--- src/rtl/wbcrc_pkg.sv ---
package wbcrc_pkg;

  localparam int          CRC_W      = 32;
  localparam int          BYTE_W     = 8;
  localparam int          XBYTES     = CRC_W / BYTE_W;
  localparam logic [31:0] CRC_POLY   = 32'h04C1_1DB7;
  localparam logic [31:0] CRC_PRESET = 32'hFFFF_FFFF;
  localparam logic [31:0] CRC_XOROUT = 32'hFFFF_FFFF;

  typedef enum logic [2:0] {
    ST_IDLE = 3'd0,
    ST_MEM  = 3'd1,
    ST_WAIT = 3'd2,
    ST_EXEC = 3'd3,
    ST_CMP  = 3'd4
  } wb_state_e;

  // One byte folded into the remainder, MSB first, unreflected.
  function automatic logic [CRC_W-1:0] crc_fold_byte(input logic [CRC_W-1:0] rem,
                                                     input logic [BYTE_W-1:0] din);
    logic [CRC_W-1:0] r;
    logic             fb;
    r = rem;
    for (int i = BYTE_W - 1; i >= 0; i--) begin
      fb = r[CRC_W-1] ^ din[i];
      r  = {r[CRC_W-2:0], 1'b0} ^ (fb ? CRC_POLY : '0);
    end
    return r;
  endfunction

endpackage

--- src/rtl/wbcrc_rst_sync.sv ---
module wbcrc_rst_sync #(
  parameter int STAGES = 2
) (
  input  logic clk,
  input  logic arst_n,
  output logic srst_n
);

  logic [STAGES-1:0] sync_q;
  logic [STAGES-1:0] sync_d;

  always_comb begin
    sync_d = {sync_q[STAGES-2:0], 1'b1};
  end

  always_ff @(posedge clk or negedge arst_n) begin
    if (!arst_n) sync_q <= '0;
    else         sync_q <= sync_d;
  end

  assign srst_n = sync_q[STAGES-1];

endmodule

--- src/rtl/wbcrc_expect_reg.sv ---
module wbcrc_expect_reg
  import wbcrc_pkg::*;
(
  input  logic             clk,
  input  logic             cold_rst_n,
  input  logic             we_i,
  input  logic [CRC_W-1:0] wdata_i,
  output logic [CRC_W-1:0] value_o
);

  logic [CRC_W-1:0] val_q;
  logic [CRC_W-1:0] val_d;

  always_comb begin
    val_d = val_q;
    if (we_i) val_d = wdata_i;
  end

  always_ff @(posedge clk or negedge cold_rst_n) begin
    if (!cold_rst_n) val_q <= '0;
    else             val_q <= val_d;
  end

  assign value_o = val_q;

  // without a write the stored value never moves
  p_hold_r8: assert property (@(posedge clk) disable iff (!cold_rst_n)
    !we_i |=> $stable(value_o));

endmodule

--- src/rtl/wbcrc_engine.sv ---
module wbcrc_engine
  import wbcrc_pkg::*;
(
  input  logic              clk,
  input  logic              rst_n,
  input  logic              init_i,
  input  logic              feed_i,
  input  logic [BYTE_W-1:0] byte_i,
  output logic [CRC_W-1:0]  crc_o
);

  logic [CRC_W-1:0] rem_q;
  logic [CRC_W-1:0] rem_d;
  logic             rem_en;

  assign rem_en = init_i | feed_i;

  always_comb begin
    if (init_i) rem_d = CRC_PRESET;
    else        rem_d = crc_fold_byte(rem_q, byte_i);
  end

  always_ff @(posedge clk or negedge rst_n) begin
    if (!rst_n)      rem_q <= '0;
    else if (rem_en) rem_q <= rem_d;
  end

  assign crc_o = rem_q;

  // every check starts from the all-ones preset
  p_preset_r1: assert property (@(posedge clk) disable iff (!rst_n)
    init_i |=> (crc_o == 32'hFFFF_FFFF));

endmodule

--- src/rtl/wbcrc_seq.sv ---
module wbcrc_seq
  import wbcrc_pkg::*;
#(
  parameter int ADDR_W = 16,
  parameter int LEN_W  = 16
) (
  input  logic              clk,
  input  logic              rst_n,
  input  logic              start_i,
  input  logic [ADDR_W-1:0] base_i,
  input  logic [LEN_W-1:0]  len_i,
  input  logic [CRC_W-1:0]  xword_i,
  input  logic [BYTE_W-1:0] rdata_i,
  input  logic [CRC_W-1:0]  crc_i,
  input  logic [CRC_W-1:0]  expect_i,
  output logic              rd_en_o,
  output logic [ADDR_W-1:0] addr_o,
  output logic              init_o,
  output logic              feed_o,
  output logic [BYTE_W-1:0] byte_o,
  output logic              busy_o,
  output logic              done_o,
  output logic              pass_o
);

  localparam int XIDX_W = $clog2(XBYTES);
  localparam logic [XIDX_W-1:0] XIDX_LAST = XIDX_W'(XBYTES - 1);

  wb_state_e          st_q,    st_d;
  logic [ADDR_W-1:0]  addr_q,  addr_d;
  logic [LEN_W-1:0]   left_q,  left_d;
  logic [XIDX_W-1:0]  xidx_q,  xidx_d;
  logic [CRC_W-1:0]   xword_q, xword_d;
  logic               done_q,  done_d;
  logic               pass_q,  pass_d;
  logic               rdv_q;
  logic               rd_en;
  logic               init;
  logic [BYTE_W-1:0]  xbyte;

  // next-state logic
  always_comb begin
    st_d    = st_q;
    addr_d  = addr_q;
    left_d  = left_q;
    xidx_d  = xidx_q;
    xword_d = xword_q;
    done_d  = 1'b0;
    pass_d  = pass_q;
    init    = 1'b0;
    rd_en   = 1'b0;
    case (st_q)
      ST_IDLE: begin
        if (start_i) begin
          init    = 1'b1;
          addr_d  = base_i;
          left_d  = len_i;
          xword_d = xword_i;
          xidx_d  = '0;
          pass_d  = 1'b0;
          st_d    = (len_i == '0) ? ST_EXEC : ST_MEM;
        end
      end
      ST_MEM: begin
        rd_en  = 1'b1;
        addr_d = addr_q + ADDR_W'(1);
        left_d = left_q - LEN_W'(1);
        if (left_q == LEN_W'(1)) st_d = ST_WAIT;
      end
      ST_WAIT: st_d = ST_EXEC;
      ST_EXEC: begin
        xidx_d = xidx_q + XIDX_W'(1);
        if (xidx_q == XIDX_LAST) st_d = ST_CMP;
      end
      ST_CMP: begin
        done_d = 1'b1;
        pass_d = ((crc_i ^ CRC_XOROUT) == expect_i);
        st_d   = ST_IDLE;
      end
      default: st_d = ST_IDLE;
    endcase
  end

  // registers
  always_ff @(posedge clk or negedge rst_n) begin
    if (!rst_n) begin
      st_q    <= ST_IDLE;
      addr_q  <= '0;
      left_q  <= '0;
      xidx_q  <= '0;
      xword_q <= '0;
      done_q  <= 1'b0;
      pass_q  <= 1'b0;
      rdv_q   <= 1'b0;
    end else begin
      st_q    <= st_d;
      addr_q  <= addr_d;
      left_q  <= left_d;
      xidx_q  <= xidx_d;
      xword_q <= xword_d;
      done_q  <= done_d;
      pass_q  <= pass_d;
      rdv_q   <= rd_en;
    end
  end

  // execution word, least significant byte first
  assign xbyte   = BYTE_W'(xword_q >> {xidx_q, 3'b000});
  assign byte_o  = rdv_q ? rdata_i : xbyte;
  assign feed_o  = rdv_q | (st_q == ST_EXEC);
  assign init_o  = init;
  assign rd_en_o = rd_en;
  assign addr_o  = addr_q;
  assign busy_o  = (st_q != ST_IDLE);
  assign done_o  = done_q;
  assign pass_o  = pass_q;

  // back-to-back reads walk upward by one byte
  p_rd_step_r3: assert property (@(posedge clk) disable iff (!rst_n)
    (rd_en && $past(rd_en)) |-> (addr_q == $past(addr_q) + ADDR_W'(1)));

  // an empty region issues no read
  p_len0_r4: assert property (@(posedge clk) disable iff (!rst_n)
    (st_q == ST_IDLE && start_i && len_i == '0) |=> !rd_en);

  // done never lasts two cycles
  p_done_pulse_r5: assert property (@(posedge clk) disable iff (!rst_n)
    done_q |=> !done_q);

  // a start while busy does not recapture the execution word
  p_ignore_r7: assert property (@(posedge clk) disable iff (!rst_n)
    (st_q != ST_IDLE && start_i) |=> $stable(xword_q));

endmodule

--- src/rtl/wbcrc_validator.sv ---
module wbcrc_validator
  import wbcrc_pkg::*;
#(
  parameter int ADDR_W = 16,
  parameter int LEN_W  = 16
) (
  input  logic              clk,
  input  logic              rst_n,
  input  logic              por_n,
  input  logic              cfg_we,
  input  logic [31:0]       cfg_wdata,
  output logic [31:0]       exp_crc,
  input  logic              start,
  input  logic [ADDR_W-1:0] base_addr,
  input  logic [LEN_W-1:0]  byte_len,
  input  logic [31:0]       exec_word,
  output logic              mem_rd_en,
  output logic [ADDR_W-1:0] mem_addr,
  input  logic [7:0]        mem_rd_data,
  output logic              busy,
  output logic              done,
  output logic              pass
);

  logic              warm_arst_n;
  logic              warm_srst_n;
  logic              cold_srst_n;
  logic              eng_init;
  logic              eng_feed;
  logic [BYTE_W-1:0] eng_byte;
  logic [CRC_W-1:0]  eng_crc;

  assign warm_arst_n = rst_n & por_n;

  wbcrc_rst_sync #(.STAGES(2)) i_warm_sync (
    .clk    (clk),
    .arst_n (warm_arst_n),
    .srst_n (warm_srst_n)
  );

  wbcrc_rst_sync #(.STAGES(2)) i_cold_sync (
    .clk    (clk),
    .arst_n (por_n),
    .srst_n (cold_srst_n)
  );

  wbcrc_expect_reg i_expect (
    .clk        (clk),
    .cold_rst_n (cold_srst_n),
    .we_i       (cfg_we),
    .wdata_i    (cfg_wdata),
    .value_o    (exp_crc)
  );

  wbcrc_engine i_engine (
    .clk    (clk),
    .rst_n  (warm_srst_n),
    .init_i (eng_init),
    .feed_i (eng_feed),
    .byte_i (eng_byte),
    .crc_o  (eng_crc)
  );

  wbcrc_seq #(.ADDR_W(ADDR_W), .LEN_W(LEN_W)) i_seq (
    .clk      (clk),
    .rst_n    (warm_srst_n),
    .start_i  (start),
    .base_i   (base_addr),
    .len_i    (byte_len),
    .xword_i  (exec_word),
    .rdata_i  (mem_rd_data),
    .crc_i    (eng_crc),
    .expect_i (exp_crc),
    .rd_en_o  (mem_rd_en),
    .addr_o   (mem_addr),
    .init_o   (eng_init),
    .feed_o   (eng_feed),
    .byte_o   (eng_byte),
    .busy_o   (busy),
    .done_o   (done),
    .pass_o   (pass)
  );

endmodule

--- config.mk ---
export PLATFORM = sky130hd
export DESIGN_NAME = wbcrc_validator
export DESIGN_NICKNAME = d
export VERILOG_FILES = /design/src/rtl/wbcrc_pkg.sv /design/src/rtl/wbcrc_rst_sync.sv /design/src/rtl/wbcrc_expect_reg.sv /design/src/rtl/wbcrc_engine.sv /design/src/rtl/wbcrc_seq.sv /design/src/rtl/wbcrc_validator.sv
export SDC_FILE = /design/constraint.sdc
export NUM_CORES = 1
export LEC_CHECK = 0
export BUFFER_PORTS_ARGS = -buffer_cell sky130_fd_sc_hd__buf_2
export CELL_PAD_IN_SITES_DETAIL_PLACEMENT = 1
export CELL_PAD_IN_SITES_GLOBAL_PLACEMENT = 2
export CORE_ASPECT_RATIO = 0.7
export CORE_UTILIZATION = 34
export CTS_CLUSTER_SIZE = 20
export DETAILED_ROUTE_END_ITERATION = 10
export GPL_TIMING_DRIVEN = 0
export PLACE_DENSITY_LB_ADDON = 0.15
export SLEW_MARGIN = 20
export SYNTH_ARGS = -nofsm -noshare
export SYNTH_HDL_FRONTEND = slang
export SYNTH_SLANG_ARGS = --single-unit
export TNS_END_PERCENT = 1
--- constraint.sdc ---
create_clock -name clk -period 4.3 [get_ports clk]
set_input_delay 0.645 -clock clk [delete_from_list [all_inputs] [get_ports clk]]
set_output_delay 0.645 -clock clk [all_outputs]
set_load 0.02 [all_outputs]
==> results.tsv <==
metric	value	unit
status	finished with violations	
violated checks	DRC	
Post-CTS Resized	0	
Worst slew margin	49.7	%
Clock Skews	0.0174	ns
Cell Area, Synth	0.00754	mm^2
Startpoint Class	flop	
critical path class	reg -> out	
DRC Markers	12	
clk_lat worst skew	0.44	ns
EDFF count, synth	0	
sequential fraction of the synthesis area	46.5	%
Pwr Density	658	mW/mm^2
Final Hold Viols	0	
CP required	3.65	ns
Cells after DPL	1187	
Vias	6262	
std cell rows	45	
Fill cells	2530	
gr ovfl total	0	
die height	127	um
layout net count	1038	
synthesis-to-layout area growth	24.0	%
Core Box Area	0.0217	mm^2
Die X	180	um
worst-margin pin slew	0.749	ns
Max Slew Vio Count	0	
Synth warnings	0	
final wirelength	23.6	mm
Syn Inst Count	743	
port bufs	159	
cts hold-fix bufs	1	
CTS tree	yes	
Leak	0.00417	uW
Max FO, Critical Path	11	
number of diodes	0	
Syn Area/Cell	10.1	um^2
Tcrit/Tclk final	73.9	%
starting density of the core	34.7	%
layout cell share with drive strength beyond 1	27.7	%
Min Hold Slack	0.0903	ns
WL met1	12.0	mm
die footprint	0.0228	mm^2
I/O pin total	161	
Met2 Wirelength	10.2	mm
max_cap viols	0	
root buffer cell	clkbuf_16	
Initial DRT Pass Iterations	7	
Post-synth top flop	dfrtp_1	
DR WL met3	1.26	mm
DRT antenna net count	0	
Top Metal Used	met4	
endpoint class of the critical path	output pin	
Tmin final	3.18	ns
Final Non-Filler Cells	1220	
vias in the first global route	6530	
Yosys reg bits	140	
RSZ-0062 raised after global routing	false	
hold crit path type	in -> async	
# Post-CTS Setup Buffers	0	
Reg clk slew, reported paths	0.06	ns
ys async rst share	100	%
clk buf depth	2	
final setup vio count	0	
Max Freq	315	MHz
first-pass GRT wire length	37.0	mm
CTS buffer count	17	
routed length per instance	19.3	um
CTS H-tree depth	4	
final worst slack	1.12	ns
initial antenna violation count	0	
Critical Path AT	2.53	ns
GPL Wtd Cong	0.856	
Worst R2R Path Depth	9	
Worst VDD drop	305	uV
GRT Overall Usage	21.4	%
post-synth cell types	57	
DR iter-0 viols	345	
utilization after layout	43.0	%
largest net degree at the start of global routing	40	
placed wire-length estimate	18.2	mm
Setup WS pre-CTS	1.10	ns
Via density	5.13	
# clock sinks	140	
[stage by stage]
step	total power (uW)	instance area [um^2]	setup TNS (ns)
finish	6150	9340	0
global route	6500	9340	0
detailed placement	4600	8730	0
global placement	4520	8690	-38.92
CTS	6180	9340	0
floorplan	3920	7540	0
[cell families after synthesis]
group,count (synthesis),synth area share [%]
compound gates,109,10.7
xor+xnor,110,14.1
fa+ha+maj,4,0.664
buf+inv,54,3.42
flops,140,46.5
mux,57,8.40
other cells,1,0.0498
simple gates,268,16.2
[cells in the final DEF (no fill, tap or decap), types with 4 or more instances in the layout]
cell type / instances
nor2b_1: 6
a221o_1: 4
nor3_1: 19
inv_1: 8
nor4_1: 10
nand4_1: 9
and3_1: 4
clkbuf_16: 17
or3_1: 4
mux2i_1: 19
a311oi_1: 7
clkbuf_1: 31
o22ai_1: 5
a211oi_1: 7
xor2_1: 40
ha_1: 4
o21ai_0: 12
xnor2_2: 8
nor3b_1: 10
nand3_1: 9
dfrtp_1: 138
buf_1: 6
and2_1: 10
mux2_2: 33
buf_2: 163
a21oi_1: 37
inv_6: 4
o211ai_1: 4
a31oi_1: 5
mux2_4: 4
nor2_1: 54
xnor2_1: 60
a211oi_4: 5
nand2_1: 125
o22a_1: 5
o311ai_0: 6
[worst max-delay path, cell delays in order, from the launching register on]
cell      delay (ns)
dfrtp_1         0.32
buf_2           0.23
or3b_2          0.55
inv_1           0.16
clkbuf_1        0.53
buf_2           0.29
[Yosys cell counts (7+ instances only)]
cell type,n,share of area [%]
nor3b_1,10,1.0
nand2_1,125,6.2
xnor2_1,60,7.0
nand4_1,9,0.75
clkbuf_1,30,1.5
nor3_1,19,1.3
a311oi_1,7,0.81
nor2_1,54,2.7
xor2_1,40,4.6
dfrtp_1,140,46
inv_1,8,0.40
a21oi_1,37,2.5
mux2i_1,19,2.5
o21ai_0,12,0.80
and2_1,10,0.83
nand3_1,9,0.60
nor4_1,10,0.83
a211oi_1,7,0.70
xnor2_2,8,1.7
mux2_2,33,4.9
[state kept, by name (all words and copies together), names as in the netlist, 2 cells and up]
signal	cells
i_cold_sync.sync_q	2
i_seq.st_q	3
i_warm_sync.sync_q	2
i_seq.addr_o	16
i_expect.value_o	32
i_seq.left_q	16
i_seq.xword_q	32
i_engine.crc_o	32
i_seq.xidx_q	2
[area by class of cell]
class                      count  area, um^2  area share (%)
buffer                        46         228            2.44
multi-input combinational    550        3780            40.4
inverter                       8        30.0           0.321
clock buffer                  19         443            4.74
tap                          282         353            3.78
sequential                   140        3510            37.6
timing repair buffer         162         846            9.05
clock inverter                13         155            1.66
[layer usage]
| metal | vias to the layer above | GRT usage (%) |
|---|---|---|
| met5 | - | 0 |
| met2 | 162 | 31.6 |
| met4 | 0 | 5.22 |
| li1 | 2932 | - |
| met3 | 14 | 4.94 |
| met1 | 3154 | 31.5 |
[power breakdown]
group	total, uW	internal [uW]	switching, uW
registers	1810	1570	238
clock network	1520	883	638
logic	2820	1350	1470
total	6150	3800	2350
[final timing paths]
path | startpoint | end | slack, ns
setup reg to reg | i_seq.xidx_q[0] | i_engine.crc_o[27] | 1.35
min in group clk | i_warm_sync.sync_q[0] | i_warm_sync.sync_q[1] | 0.35
hold / removal | rst_n | i_warm_sync.sync_q[0] | 0.09
setup / recovery | i_seq.st_q[0] | mem_rd_en | 1.12
hold reg to reg | i_warm_sync.sync_q[1] | i_engine.crc_o[27] | 0.27
max in group asynchronous | i_warm_sync.sync_q[1] | i_seq.left_q[2] | 3.16
Note: power is estimated with default switching activity, not from simulation.
